[src/rtl/can_irq_pkg.sv]
package can_irq_pkg;

    localparam int FLG_RX  = 0;
    localparam int FLG_TX  = 1;
    localparam int FLG_OVR = 3;

    localparam int ST_RXFULL = 0;
    localparam int ST_OVR    = 1;
    localparam int ST_RXACT  = 4;
    localparam int ST_TXACT  = 5;

    localparam int CMD_TXREQ   = 0;
    localparam int CMD_RELEASE = 2;
    localparam int CMD_CLROVR  = 3;

    localparam int MODE_BIT = 7;

    typedef struct packed {
        logic tx_req;
        logic release_msg;
        logic clr_ovr;
    } cmd_t;

    typedef struct packed {
        logic sof;
        logic frame;
        logic ovr;
        logic txd;
    } evt_t;

    function automatic cmd_t decode_cmd(input logic wr, input logic [7:0] d);
        cmd_t c;
        c.tx_req      = wr & d[CMD_TXREQ];
        c.release_msg = wr & d[CMD_RELEASE];
        c.clr_ovr     = wr & d[CMD_CLROVR];
        return c;
    endfunction

    function automatic logic irq_level(input logic ext, input logic [7:0] flg,
                                       input logic [7:0] ier, input logic [7:0] ctl);
        logic [7:0] en;
        en = ext ? ier : (ctl >> 1);
        return |(en & flg);
    endfunction

endpackage

[src/rtl/can_irq_cfg.sv]
module can_irq_cfg (
    input  logic       clk,
    input  logic       rst,
    input  logic       ier_wr,
    input  logic       ctl_wr,
    input  logic       cdr_wr,
    input  logic [7:0] wr_data,
    output logic [7:0] ier_q,
    output logic [7:0] ctl_q,
    output logic       ext_q
);
    import can_irq_pkg::*;

    always_ff @(posedge clk) begin
        if (rst) begin
            ier_q <= '0;
            ctl_q <= '0;
            ext_q <= 1'b0;
        end else begin
            if (ier_wr) ier_q <= wr_data;
            if (ctl_wr) ctl_q <= wr_data;
            if (cdr_wr) ext_q <= wr_data[MODE_BIT];
        end
    end
endmodule

[src/rtl/can_irq_msg_cnt.sv]
module can_irq_msg_cnt #(
    parameter int CNT_W = 4
) (
    input  logic             clk,
    input  logic             rst,
    input  logic             release_msg,
    input  logic             frame,
    output logic [CNT_W-1:0] cnt_q,
    output logic             nz_next
);
    localparam logic [CNT_W-1:0] CNT_MAX = '1;
    localparam logic [CNT_W-1:0] ONE     = CNT_W'(1);

    logic [CNT_W-1:0] after_dec;
    logic [CNT_W-1:0] cnt_d;

    always_comb begin
        after_dec = (release_msg && cnt_q != '0) ? cnt_q - ONE : cnt_q;
        cnt_d     = (frame && after_dec != CNT_MAX) ? after_dec + ONE : after_dec;
        nz_next   = (cnt_d != '0);
    end

    always_ff @(posedge clk) begin
        if (rst) cnt_q <= '0;
        else     cnt_q <= cnt_d;
    end
endmodule

[src/rtl/can_irq_flag_bank.sv]
module can_irq_flag_bank (
    input  logic                clk,
    input  logic                rst,
    input  logic                sel,
    input  logic                rd_clr,
    input  can_irq_pkg::cmd_t   cmd,
    input  can_irq_pkg::evt_t   evt,
    input  logic                msgs_left,
    output logic [7:0]          flags_q,
    output logic [7:0]          stat_q
);
    import can_irq_pkg::*;

    logic [7:0] f_d;
    logic [7:0] s_d;

    // Order: read-clear, then commands, then engine events (events win).
    always_comb begin
        f_d = flags_q;
        s_d = stat_q;
        if (sel) begin
            if (rd_clr) begin
                f_d         = '0;
                f_d[FLG_RX] = msgs_left;
            end
            if (cmd.tx_req) s_d[ST_TXACT] = 1'b1;
            if (cmd.release_msg && !msgs_left) begin
                s_d[ST_RXFULL] = 1'b0;
                f_d[FLG_RX]    = 1'b0;
            end
            if (cmd.clr_ovr) begin
                s_d[ST_OVR]  = 1'b0;
                f_d[FLG_OVR] = 1'b0;
            end
            if (evt.sof) s_d[ST_RXACT] = 1'b1;
            if (evt.txd) begin
                s_d[ST_TXACT] = 1'b0;
                f_d[FLG_TX]   = 1'b1;
            end
            if (evt.ovr) begin
                s_d[ST_OVR]   = 1'b1;
                s_d[ST_RXACT] = 1'b0;
                f_d[FLG_OVR]  = 1'b1;
            end
            if (evt.frame) begin
                s_d[ST_RXFULL] = 1'b1;
                s_d[ST_RXACT]  = 1'b0;
                f_d[FLG_RX]    = 1'b1;
            end
        end
    end

    always_ff @(posedge clk) begin
        if (rst) begin
            flags_q <= '0;
            stat_q  <= '0;
        end else begin
            flags_q <= f_d;
            stat_q  <= s_d;
        end
    end
endmodule

[src/rtl/can_irq_ctrl.sv]
module can_irq_ctrl #(
    parameter int CNT_W = 4
) (
    input  logic             clk,
    input  logic             rst,
    input  logic             ier_wr,
    input  logic             ctl_wr,
    input  logic             cdr_wr,
    input  logic             cmd_wr,
    input  logic [7:0]       wr_data,
    input  logic             flag_rd,
    input  logic             tx_done,
    input  logic             rx_sof,
    input  logic             rx_frame,
    input  logic             rx_overrun,
    output logic [7:0]       flag_rdata,
    output logic [7:0]       status,
    output logic             ext_mode,
    output logic [CNT_W-1:0] msg_pending,
    output logic             irq
);
    import can_irq_pkg::*;

    localparam int NBANK = 2;

    logic [7:0] ier_q;
    logic [7:0] ctl_q;
    logic       msgs_left;
    cmd_t       cmd;
    evt_t       evt;
    logic [7:0] bank_flags [NBANK];
    logic [7:0] bank_stat  [NBANK];

    assign cmd = decode_cmd(cmd_wr, wr_data);
    assign evt = '{sof: rx_sof, frame: rx_frame, ovr: rx_overrun, txd: tx_done};

    can_irq_cfg u_cfg (
        .clk     (clk),
        .rst     (rst),
        .ier_wr  (ier_wr),
        .ctl_wr  (ctl_wr),
        .cdr_wr  (cdr_wr),
        .wr_data (wr_data),
        .ier_q   (ier_q),
        .ctl_q   (ctl_q),
        .ext_q   (ext_mode)
    );

    can_irq_msg_cnt #(.CNT_W(CNT_W)) u_cnt (
        .clk         (clk),
        .rst         (rst),
        .release_msg (cmd.release_msg),
        .frame       (rx_frame),
        .cnt_q       (msg_pending),
        .nz_next     (msgs_left)
    );

    // Bank 0 serves basic mode, bank 1 extended mode.
    for (genvar g = 0; g < NBANK; g++) begin : g_bank
        can_irq_flag_bank u_bank (
            .clk       (clk),
            .rst       (rst),
            .sel       (ext_mode == (g == 1)),
            .rd_clr    (flag_rd),
            .cmd       (cmd),
            .evt       (evt),
            .msgs_left (msgs_left),
            .flags_q   (bank_flags[g]),
            .stat_q    (bank_stat[g])
        );
    end

    always_comb begin
        flag_rdata = ext_mode ? bank_flags[1] : bank_flags[0];
        status     = ext_mode ? bank_stat[1]  : bank_stat[0];
        irq        = irq_level(ext_mode, flag_rdata, ier_q, ctl_q);
    end
endmodule

[config.mk]
export PLATFORM = sky130hd
export DESIGN_NAME = can_irq_ctrl
export DESIGN_NICKNAME = d
export VERILOG_FILES = /design/src/rtl/can_irq_pkg.sv /design/src/rtl/can_irq_cfg.sv /design/src/rtl/can_irq_msg_cnt.sv /design/src/rtl/can_irq_flag_bank.sv /design/src/rtl/can_irq_ctrl.sv
export SDC_FILE = /design/constraint.sdc
export NUM_CORES = 1
export LEC_CHECK = 0
export ABC_AREA = 0
export BUFFER_PORTS_ARGS = -buffer_cell sky130_fd_sc_hd__clkbuf_2
export CAP_MARGIN = 5
export CELL_PAD_IN_SITES_DETAIL_PLACEMENT = 1
export CELL_PAD_IN_SITES_GLOBAL_PLACEMENT = 2
export CORE_UTILIZATION = 31
export DETAILED_ROUTE_END_ITERATION = 8
export MAX_ROUTING_LAYER = met4
export PLACE_DENSITY_LB_ADDON = 0.1
export SLEW_MARGIN = 5
export SYNTH_ARGS = -nofsm -noshare
export SYNTH_HDL_FRONTEND = slang
export SYNTH_HIERARCHICAL = 1
export SYNTH_SLANG_ARGS = --single-unit
[constraint.sdc]
create_clock -name clk -period 2.8 [get_ports clk]
set_clock_uncertainty 0.1 [all_clocks]
set_input_delay 0.28 -clock clk [delete_from_list [all_inputs] [get_ports clk]]
set_output_delay 0.28 -clock clk [all_outputs]
set_load 0.05 [all_outputs]
==> results of run 1 <==
## critical path, delay by kind of cell, from the launching register on
kind,cells,cell delay [ns]
adder cells (fa/ha/maj),2,0.43
AND/OR/NAND/NOR,3,0.37
buffers and inverters,2,0.08
AO/OA/AOI/OAI,4,0.85
flip-flops,1,0.39
multiplexers,1,0.33
## sequential cells by signal, indices dropped and copies added, names as in the netlist
register and flops:
u_cfg/ctl_q 7, g_bank.u_bank/flags_q 6, u_cnt/cnt_q 4, u_cfg/ext_q 1, u_cfg/ier_q 8, g_bank.u_bank/stat_q 8
## layer usage
metal	GRT usage [%]	vias to the layer above
li1	-	791
met1	17.92	739
met2	24.09	27
met3	3.165	7
met4	5.085	0
met5	-	-
## metrics by stage
stage	worst slack, ns	util [%]	hold WS [ns]	instance area, um^2	total power (uW)
global placement	-0.03285	35.40	0.3485	2261	1293
finish	0.1179	37.68	0.1420	2406	1795
global route	-0.02048	37.68	0.1382	2406	1912
floorplan	-0.01138	-	0.2419	2167	1138
detailed placement	-0.02367	35.40	0.3491	2261	1294
CTS	0.01778	37.17	0.1369	2374	1770
## layout by cell type (no fill, tap or decap), drive strengths merged, types with 2 or more instances in the layout
master / instances
nand4: 2
buf: 10
mux2i: 19
conb: 18
nor2b: 6
o211ai: 3
a221oi: 2
o21a: 2
mux2: 21
a22oi: 6
nor2: 26
a211oi: 4
dfxtp: 34
ha: 2
and2: 3
nand3b: 2
nand4bb: 2
inv: 7
and3: 2
nor4b: 3
o21ai: 2
o31ai: 3
clkbuf: 36
nand2b: 4
a21oi: 9
nor3: 3
nand2: 13
## final cells by class
class,count,area [um^2]
Clock buffer,5,68.82
Clock inverter,3,43.79
Fill cell,782,3980
Inverter,6,25.02
Multi-Input combinational cell,164,1251
Sequential cell,34,690.7
Tap cell,77,96.34
Timing Repair Buffer,41,230.2
## worst max path at each step
stage                         startpoint                                       end  slack, ns  cells past startpoint
2_1_floorplan  u_cnt/cnt_q[1]$_SDFF_PP0_  g_bank[0].u_bank/flags_q[0]$_SDFFE_PP0P_      -0.01                     12
3_3_place_gp                      cmd_wr   g_bank[0].u_bank/stat_q[0]$_SDFFE_PP0P_      -0.03                     11
3_5_place_dp                      cmd_wr   g_bank[0].u_bank/stat_q[0]$_SDFFE_PP0P_      -0.02                     11
4_1_cts        u_cnt/cnt_q[1]$_SDFF_PP0_  g_bank[0].u_bank/flags_q[0]$_SDFFE_PP0P_       0.02                     12
5_1_grt        u_cnt/cnt_q[1]$_SDFF_PP0_   g_bank[1].u_bank/stat_q[0]$_SDFFE_PP0P_      -0.02                     12
6_report       u_cnt/cnt_q[1]$_SDFF_PP0_   g_bank[0].u_bank/stat_q[0]$_SDFFE_PP0P_       0.12                     12
## timing repair
item | 4_1_cts | 5_1_grt
endpoints found under the setup margin | 0 | 4
resized for setup | 0 | 5
buffers inserted | 0 | 1
## power groups by stage
stage	combinational [uW]	clock (uW)	sequential [uW]
after CTS	700	484	586
after global routing	809	506	597
after floorplan	495	0	643
final	742	467	587
after detailed placement	697	0	597
after global placement	695	0	598
==> impl_metrics.py, run 1 <==
metrics = {
    "status": {
        "status": "complete, no violations",
    },
    "placement": {
        "routabilityCongestion": 0.7150,
        "port_buffers": 31,
        "dpl.hpwl_mm": 3.444,
        "dp.cells": 321,
    },
    "setup_path": {
        "rr_startpoint": "u_cnt/cnt_q[1]$_SDFF_PP0_",
        "path_class": "flop to flop",
        "cp-start-kind": "flop",
        "rr_endpoint": "g_bank[0].u_bank/stat_q[0]$_SDFFE_PP0P_",
        "required_ns": 2.85,
        "path_max_fanout": 6,
        "worstPathArrival_ns": 2.74,
        "critPathCaptureType": "flop",
        "cpMaxStageDelayCell": "dfxtp_4",
        "ff2ff_path_depth": 12,
        "critPathMaxStageDelay_ns": 0.39,
        "r2r_setup_slack_ns": 0.12,
        "worstPathCellList": "inv_4 -> ha_4 -> nand2b_4 -> o211ai_2 -> ha_2 -> inv_2 -> o31ai_4 -> mux2_4 -> a211o_4 -> nand3b_1 -> a22oi_1 -> nor2_1",
    },
    "global_route": {
        "antenna_found_initial": 0,
        "grt_util_all_layers_pct": 14.72,
        "grt_max_degree": 35,
        "gr-total-overflow": 0,
        "grt_pass1_wl_mm": 8.017,
        "grt_pass1_vias": 1629,
    },
    "floorplan": {
        "io_pins": 41,
        "fp-row-count": 29,
        "core_area_um2": 6386,
        "die_area_um2": 6990,
        "initial_core_util_pct": 32.33,
        "die_w_um": 83.61,
        "die_y_um": 83.61,
    },
    "clocking": {
        "cts.path.max_buffers": 2,
        "cts_root_buffer": "clkbuf_8",
        "clkLatencyLatePin_ns": 0.29,
        "hold_buffers": 0,
        "numCtsBuffers": 5,
        "cts_num_sinks": 34,
        "cts_tree": "built",
        "path_clk_slew_ns": 0.08,
        "htree_levels": 2,
    },
    "drt": {
        "vias": 1564,
        "via_per_inst": 4.739,
        "routed-wl-met2_mm": 2.207,
        "drt-pass1-iter-count": 4,
        "dr.first_iter.drc_count": 31,
        "top_layer_used": "met4",
        "drc_errors": 0,
        "drt_wl_total_mm": 4.712,
        "ant_nets": 0,
        "met3_length_um": 157,
        "post_drt_wl_per_cell_um": 14.28,
        "wl_met1_mm": 2.282,
    },
    "power_and_ir_drop": {
        "seqPwrFrac_pct": 32.7,
        "comb_power_share_pct": 41.3,
        "p_leak_uw": 0.001049,
        "switching_share_pct": 37.42,
        "p_per_area_nw_per_um2": 746.1,
        "ir_drop_uv": 277.0,
        "power.switching_uw": 671.7,
        "clockPowerShare_pct": 26.0,
        "internal-power_uw": 1123,
    },
    "min_path": {
        "holdCritStartpoint": "cdr_wr",
        "hold_class": "primary input to flop",
        "min_to": "u_cfg/ext_q$_SDFFE_PP0P_",
        "hold_depth": 3,
    },
    "logic_synthesis": {
        "ys_warn_count": 6,
        "syn-mean-instance-area_um2": 9.602,
        "netlist_instances": 215,
        "syn_area_um2": 2064,
    },
    "layout": {
        "area_growth_syn_to_layout_pct": 16.55,
        "instances_no_fill": 330,
        "layout.nets": 273,
        "final_layout_size_suffix_gt1_share_pct": 39.13,
        "insertedDiodeCount": 0,
    },
    "timing": {
        "rsz0062_at_grt": "yes",
        "fmax_mhz": 372.8,
        "period_needed_ns": 2.682,
        "finalHoldViolations": 0,
        "slew-limit-headroom_pct": 49.51,
        "fin_crit_sh_pct": 95.79,
        "drv_slew": 0,
        "worst_pin_slew_ns": 0.7573,
        "setup_viol": 0,
        "setup_tns_ns": 0,
    },
    "job": {
        "max_cap_violations": 0,
    },
}
Power figures use the tool's default switching activity.
==> run 2: changes to the inputs <==
Settings changed: CELL_PAD_IN_SITES_GLOBAL_PLACEMENT 2 to 1, CORE_UTILIZATION 31 to 38.
==> impl_metrics.py, run 2 (synthesized netlist as in run 1, its figures left out) <==
metrics = {
    "layout": {
        "final_layout_size_suffix_gt1_share_pct": 39.37,
        "stdcell_area_um2": 2386,
        "n_fill_cell": 624,
        "reg.largest.list": "g_bank.u_bank/stat_q x8, u_cfg/ier_q x8, u_cfg/ctl_q x7",
        "layout_common_cells": "clkbuf_2, dfxtp_1, nor2_1",
        "layout.nets": 274,
        "instances_no_fill": 324,
        "insertedDiodeCount": 0,
        "mostFrequentLayoutCell": "clkbuf_2",
        "area_growth_syn_to_layout_pct": 15.58,
    },
    "min_path": {
        "hold_class": "primary input to flop",
        "hold_depth": 3,
        "min_to": "u_cfg/ctl_q[5]$_SDFFE_PP0P_",
        "holdCritStartpoint": "wr_data[5]",
    },
    "global_route": {
        "gr-total-overflow": 0,
        "grt_pass1_wl_mm": 7.886,
        "grt_pass1_vias": 1561,
        "grt_util_all_layers_pct": 19.12,
        "grt_max_degree": 35,
        "antenna_found_initial": 0,
    },
    "setup_path": {
        "path_common_cell": "inv_2",
        "rr_endpoint": "g_bank[0].u_bank/stat_q[0]$_SDFFE_PP0P_",
        "worstPathCellList": "inv_2 -> ha_4 -> nand2b_4 -> o211ai_2 -> ha_2 -> inv_2 -> o31ai_4 -> mux2_4 -> a211o_4 -> nand3b_1 -> a22oi_1 -> nor2_1",
        "critPathMaxStageDelay_ns": 0.35,
        "critPathCaptureType": "flop",
        "path_class": "flop to flop",
        "r2r_setup_slack_ns": 0.12,
        "ff2ff_path_depth": 12,
        "critPathTopFamily": "compound AO/OA/AOI/OAI gates",
        "rr_startpoint": "u_cnt/cnt_q[0]$_SDFF_PP0_",
        "worstPathArrival_ns": 2.73,
        "path_buf_inv": 2,
        "cp-start-kind": "flop",
        "required_ns": 2.85,
        "path_max_fanout": 6,
        "cpMaxStageDelayCell": "dfxtp_4",
    },
    "placement": {
        "dpl.hpwl_mm": 3.303,
        "routabilityCongestion": 0.7331,
        "port_buffers": 31,
        "place_area_um2": 2237,
        "dp.cells": 312,
    },
    "timing": {
        "rsz0062_at_grt": "no",
        "drv_slew": 0,
        "worst_pin_slew_ns": 0.7499,
        "setup_viol": 0,
        "fin_crit_sh_pct": 95.71,
        "slew-limit-headroom_pct": 50.01,
        "period_needed_ns": 2.680,
        "whs_ns": 0.1387,
        "fmax_mhz": 373.1,
        "finalHoldViolations": 0,
    },
    "clocking": {
        "cts_tree": "built",
        "cts.path.max_buffers": 2,
        "numCtsBuffers": 5,
        "htree_levels": 2,
        "cts_root_buffer": "clkbuf_8",
        "hold_buffers": 0,
        "cts_num_sinks": 34,
        "clkLatencyLatePin_ns": 0.28,
        "path_clk_slew_ns": 0.08,
    },
    "power_and_ir_drop": {
        "clockPowerShare_pct": 22.2,
        "p_leak_uw": 0.001051,
        "internal-power_uw": 1072,
        "power.switching_uw": 671.2,
        "p_per_area_nw_per_um2": 730.8,
        "seqPwrFrac_pct": 33.3,
        "comb_power_share_pct": 44.5,
        "ir_drop_uv": 569.5,
        "switching_share_pct": 38.49,
    },
    "floorplan": {
        "fp-row-count": 26,
        "core_area_um2": 5172,
        "initial_core_util_pct": 39.91,
        "die_y_um": 75.71,
        "die_area_um2": 5731,
        "die_w_um": 75.71,
        "io_pins": 41,
    },
    "drt": {
        "post_drt_wl_per_cell_um": 14.51,
        "top_layer_used": "met4",
        "wl_met1_mm": 2.348,
        "drt_wl_total_mm": 4.702,
        "ant_nets": 0,
        "via_per_inst": 4.895,
        "met3_length_um": 161,
        "drt-pass1-iter-count": 4,
        "routed-wl-met2_mm": 2.143,
        "dr.first_iter.drc_count": 25,
        "drc_errors": 0,
        "vias": 1586,
    },
    "job": {
        "max_cap_violations": 0,
    },
    "status": {
        "status": "complete, no violations",
    },
}
## run 2: worst max-delay path by stage
stage	startpoint	endpoint	slack, ns	depth (start not counted)
floorplan	u_cnt/cnt_q[1]$_SDFF_PP0_	g_bank[0].u_bank/flags_q[0]$_SDFFE_PP0P_	-0.01	12
global placement	u_cnt/cnt_q[0]$_SDFF_PP0_	g_bank[0].u_bank/flags_q[0]$_SDFFE_PP0P_	0.03	12
detailed placement	wr_data[2]	g_bank[0].u_bank/flags_q[0]$_SDFFE_PP0P_	-0.05	11
CTS	u_cnt/cnt_q[0]$_SDFF_PP0_	g_bank[0].u_bank/flags_q[0]$_SDFFE_PP0P_	0.01	12
global route	u_cnt/cnt_q[1]$_SDFF_PP0_	g_bank[0].u_bank/stat_q[0]$_SDFFE_PP0P_	0.0007	12
finish	u_cnt/cnt_q[0]$_SDFF_PP0_	g_bank[0].u_bank/stat_q[0]$_SDFFE_PP0P_	0.12	12
## run 2: repair_timing
item | in CTS | in global routing
buffers inserted | 1 | 3
resized for setup | 2 | 3
pin swaps | 2 | 7
endpoints found under the setup margin | 2 | 4
## run 2: routing by layer
| metal | global-route usage, % | up-vias |
|---|---|---|
| met3 | 4.101 | 6 |
| met2 | 29.96 | 32 |
| met5 | - | - |
| met4 | 4.321 | 0 |
| met1 | 25.28 | 747 |
| li1 | - | 801 |
## run 2: power by group through the flow
| stage | combinational (uW) | clock [uW] | sequential, uW |
|---|---|---|---|
| 2_1_floorplan | 495 | 0 | 643 |
| 3_3_place_gp | 682 | 0 | 596 |
| 3_5_place_dp | 691 | 0 | 596 |
| 4_1_cts | 731 | 404 | 586 |
| 5_1_grt | 849 | 425 | 587 |
| 6_report | 777 | 387 | 580 |
## run 2: worst reg2reg max path: cells and delay by family (launching register included)
kind | cells | cell delay (ns)
buffers and inverters | 2 | 0.09
DFF | 1 | 0.35
AOI/OAI and AO/OA | 4 | 0.89
and+or+nand+nor | 3 | 0.34
adders and majority gates | 2 | 0.44
muxes | 1 | 0.34
## run 2: area by class of cell
cell class,count,area (um^2),share of cell area (%)
clock buffer,6,82.58,3.461
clock inverter,2,11.26,0.4719
timing repair buffer,42,237.7,9.963
multi-input combinational,164,1251,52.44
sequential,34,690.7,28.95
inverter,6,25.02,1.049
tap,70,87.58,3.671
## run 2: metrics by stage
stage	setup slack (ns)	util (%)	power, uW	TNS, ns
after global routing	0.0007228	46.13	1861	0
after CTS	0.01135	45.43	1722	0
after detailed placement	-0.05393	43.25	1288	-0.06230
after floorplan	-0.01138	-	1138	-0.01714
final	0.1201	46.13	1744	0
after global placement	0.02720	43.25	1278	0
==> run 3: changes to the inputs <==
Settings changed: ABC_AREA 0 to 1, CORE_UTILIZATION 38 to 35, TNS_END_PERCENT set to 30.
==> impl_metrics.py, run 3 <==
metrics = {
    "timing": {
        "drv_slew": 0,
        "period_needed_ns": 2.514,
        "worst_slack_ns": 0.2864,
        "fin_crit_sh_pct": 89.77,
        "whs_ns": 0.1478,
        "rsz0062_at_grt": "no",
        "fmax_mhz": 397.8,
        "setup_tns_ns": 0,
        "setup_viol": 0,
        "finalHoldViolations": 0,
    },
    "setup_path": {
        "critPathTopFamily": "simple AND/OR/NAND/NOR gates",
        "cpMaxStageDelayCell": "dfxtp_2",
        "rr_endpoint": "g_bank[0].u_bank/flags_q[0]$_SDFFE_PP0P_",
        "r2r_setup_slack_ns": 0.29,
        "ff2ff_path_depth": 20,
        "required_ns": 2.89,
        "rr_startpoint": "u_cnt/cnt_q[0]$_SDFF_PP0_",
        "worstPathArrival_ns": 2.60,
        "path_common_cell": "nand2_2",
        "path_max_fanout": 4,
        "cp-start-kind": "flop",
        "path_buf_inv": 4,
        "path_class": "flop to flop",
        "critPathCaptureType": "flop",
        "critPathMaxStageDelay_ns": 0.34,
        "worstPathCellList": "inv_1 -> ha_2 -> nand2_2 -> nand2_2 -> nand2_1 -> nand2_2 -> inv_1 -> ha_1 -> inv_1 -> nor2_2 -> nand2_2 -> nand2_2 -> inv_2 -> nand2_2 -> nand2_1 -> nor2_1 -> nand2_1 -> or2_1 -> a21oi_2 -> nor2_1",
    },
    "drt": {
        "met3_length_um": 157,
        "drt_wl_total_mm": 5.381,
        "via_per_inst": 4.533,
        "dr.first_iter.drc_count": 56,
        "ant_nets": 0,
        "drt-pass1-iter-count": 4,
        "vias": 2040,
        "wl_met1_mm": 2.679,
        "post_drt_wl_per_cell_um": 11.96,
        "routed-wl-met2_mm": 2.495,
        "drc_errors": 0,
        "top_layer_used": "met4",
    },
    "logic_synthesis": {
        "netlist_instances": 349,
        "ys_warn_count": 6,
        "syn-mean-instance-area_um2": 6.249,
        "syn_area_um2": 2181,
    },
    "global_route": {
        "grt_pass1_wl_mm": 8.832,
        "grt_max_degree": 36,
        "antenna_found_initial": 0,
        "grt_pass1_vias": 1979,
        "grt_util_all_layers_pct": 17.97,
        "gr-total-overflow": 0,
    },
    "layout": {
        "final_util_pct": 38.97,
        "stdcell_area_um2": 2321,
        "n_fill_cell": 859,
        "layout.nets": 396,
        "mostFrequentLayoutCell": "nand2_1",
        "reg.largest.list": "g_bank.u_bank/stat_q x8, u_cfg/ier_q x8, u_cfg/ctl_q x7",
        "final_layout_size_suffix_gt1_share_pct": 18.67,
        "layout_common_cells": "nand2_1, nor2_1, dfxtp_1, clkbuf_2, inv_1",
        "insertedDiodeCount": 0,
        "area_growth_syn_to_layout_pct": 6.426,
    },
    "min_path": {
        "hold_depth": 3,
        "min_to": "u_cfg/ext_q$_SDFFE_PP0P_",
        "hold_class": "primary input to flop",
        "holdCritStartpoint": "cdr_wr",
    },
    "placement": {
        "routabilityCongestion": 0.7977,
        "dpl.hpwl_mm": 4.055,
        "port_buffers": 31,
        "place_area_um2": 2237,
        "pre_cts_slack_ns": 0.1878,
    },
    "floorplan": {
        "core_area_um2": 5956,
        "die_y_um": 80.94,
        "fp-row-count": 28,
        "die_w_um": 80.94,
        "io_pins": 41,
        "die_area_um2": 6550,
        "initial_core_util_pct": 36.62,
    },
    "job": {
        "max_cap_violations": 0,
    },
    "clocking": {
        "numCtsBuffers": 5,
        "htree_levels": 2,
        "path_clk_slew_ns": 0.07,
        "cts.path.max_buffers": 2,
        "cts_root_buffer": "clkbuf_8",
        "hold_buffers": 0,
        "clkLatencyLatePin_ns": 0.29,
        "cts_tree": "built",
        "cts_num_sinks": 34,
    },
    "power_and_ir_drop": {
        "p_leak_uw": 0.001321,
        "p_per_area_nw_per_um2": 565.8,
        "ir_drop_uv": 201.8,
    },
    "status": {
        "status": "complete, no violations",
    },
}
[run 3: per-layer routing]
layer / up-vias / track usage, %
met4: 0 / 5.357
met3: 4 / 2.472
met1: 934 / 22.21
met5: - / -
met2: 35 / 30.25
li1: 1067 / -
[run 3: layout make-up]
class	instances	area, um^2	share of cell area (%)
inverters	31	118.9	5.121
clock buffers	7	76.32	3.288
flip-flops and latches	34	681.9	29.38
well taps	75	93.84	4.043
multi-input cells	270	1180	50.84
repair buffers	33	170.2	7.332
[run 3: worst max path at each step]
stage,from,endpoint,slack [ns],depth (start not counted)
finish,u_cnt/cnt_q[0]$_SDFF_PP0_,g_bank[0].u_bank/flags_q[0]$_SDFFE_PP0P_,0.29,20
CTS,u_cnt/cnt_q[0]$_SDFF_PP0_,g_bank[0].u_bank/flags_q[0]$_SDFFE_PP0P_,0.17,21
global placement,u_cnt/cnt_q[0]$_SDFF_PP0_,g_bank[1].u_bank/flags_q[0]$_SDFFE_PP0P_,0.35,21
detailed placement,u_cnt/cnt_q[0]$_SDFF_PP0_,g_bank[0].u_bank/flags_q[0]$_SDFFE_PP0P_,0.19,21
floorplan,u_cnt/cnt_q[0]$_SDFF_PP0_,g_bank[0].u_bank/flags_q[0]$_SDFFE_PP0P_,0.06,20
global route,u_cnt/cnt_q[0]$_SDFF_PP0_,g_bank[0].u_bank/flags_q[0]$_SDFFE_PP0P_,0.01,21
[run 3: through the flow]
step	total power (uW)	std cells
floorplan	916.3	365
global placement	968.1	443
detailed placement	978.1	443
CTS	1323	450
global route	1394	450
finish	1313	450
[run 3: timing repair]
item                       4_1_cts  5_1_grt
setup endpoints to repair        0        2
gates resized for setup          0        3
setup buffers                    0        0
[run 3: worst min-delay path, stage by stage]
cell,delay (ns)
clkbuf_2,0.09
nor2_1,0.04
nor2_1,0.08
[run 3: report_power, final]
group          leakage [uW]  internal [uW]  switching, uW  total, uW
logic               0.00100            110            313        424
registers          0.000281            521           23.5        544
clock network     0.0000383            171            174        345
total               0.00132            803            511       1310
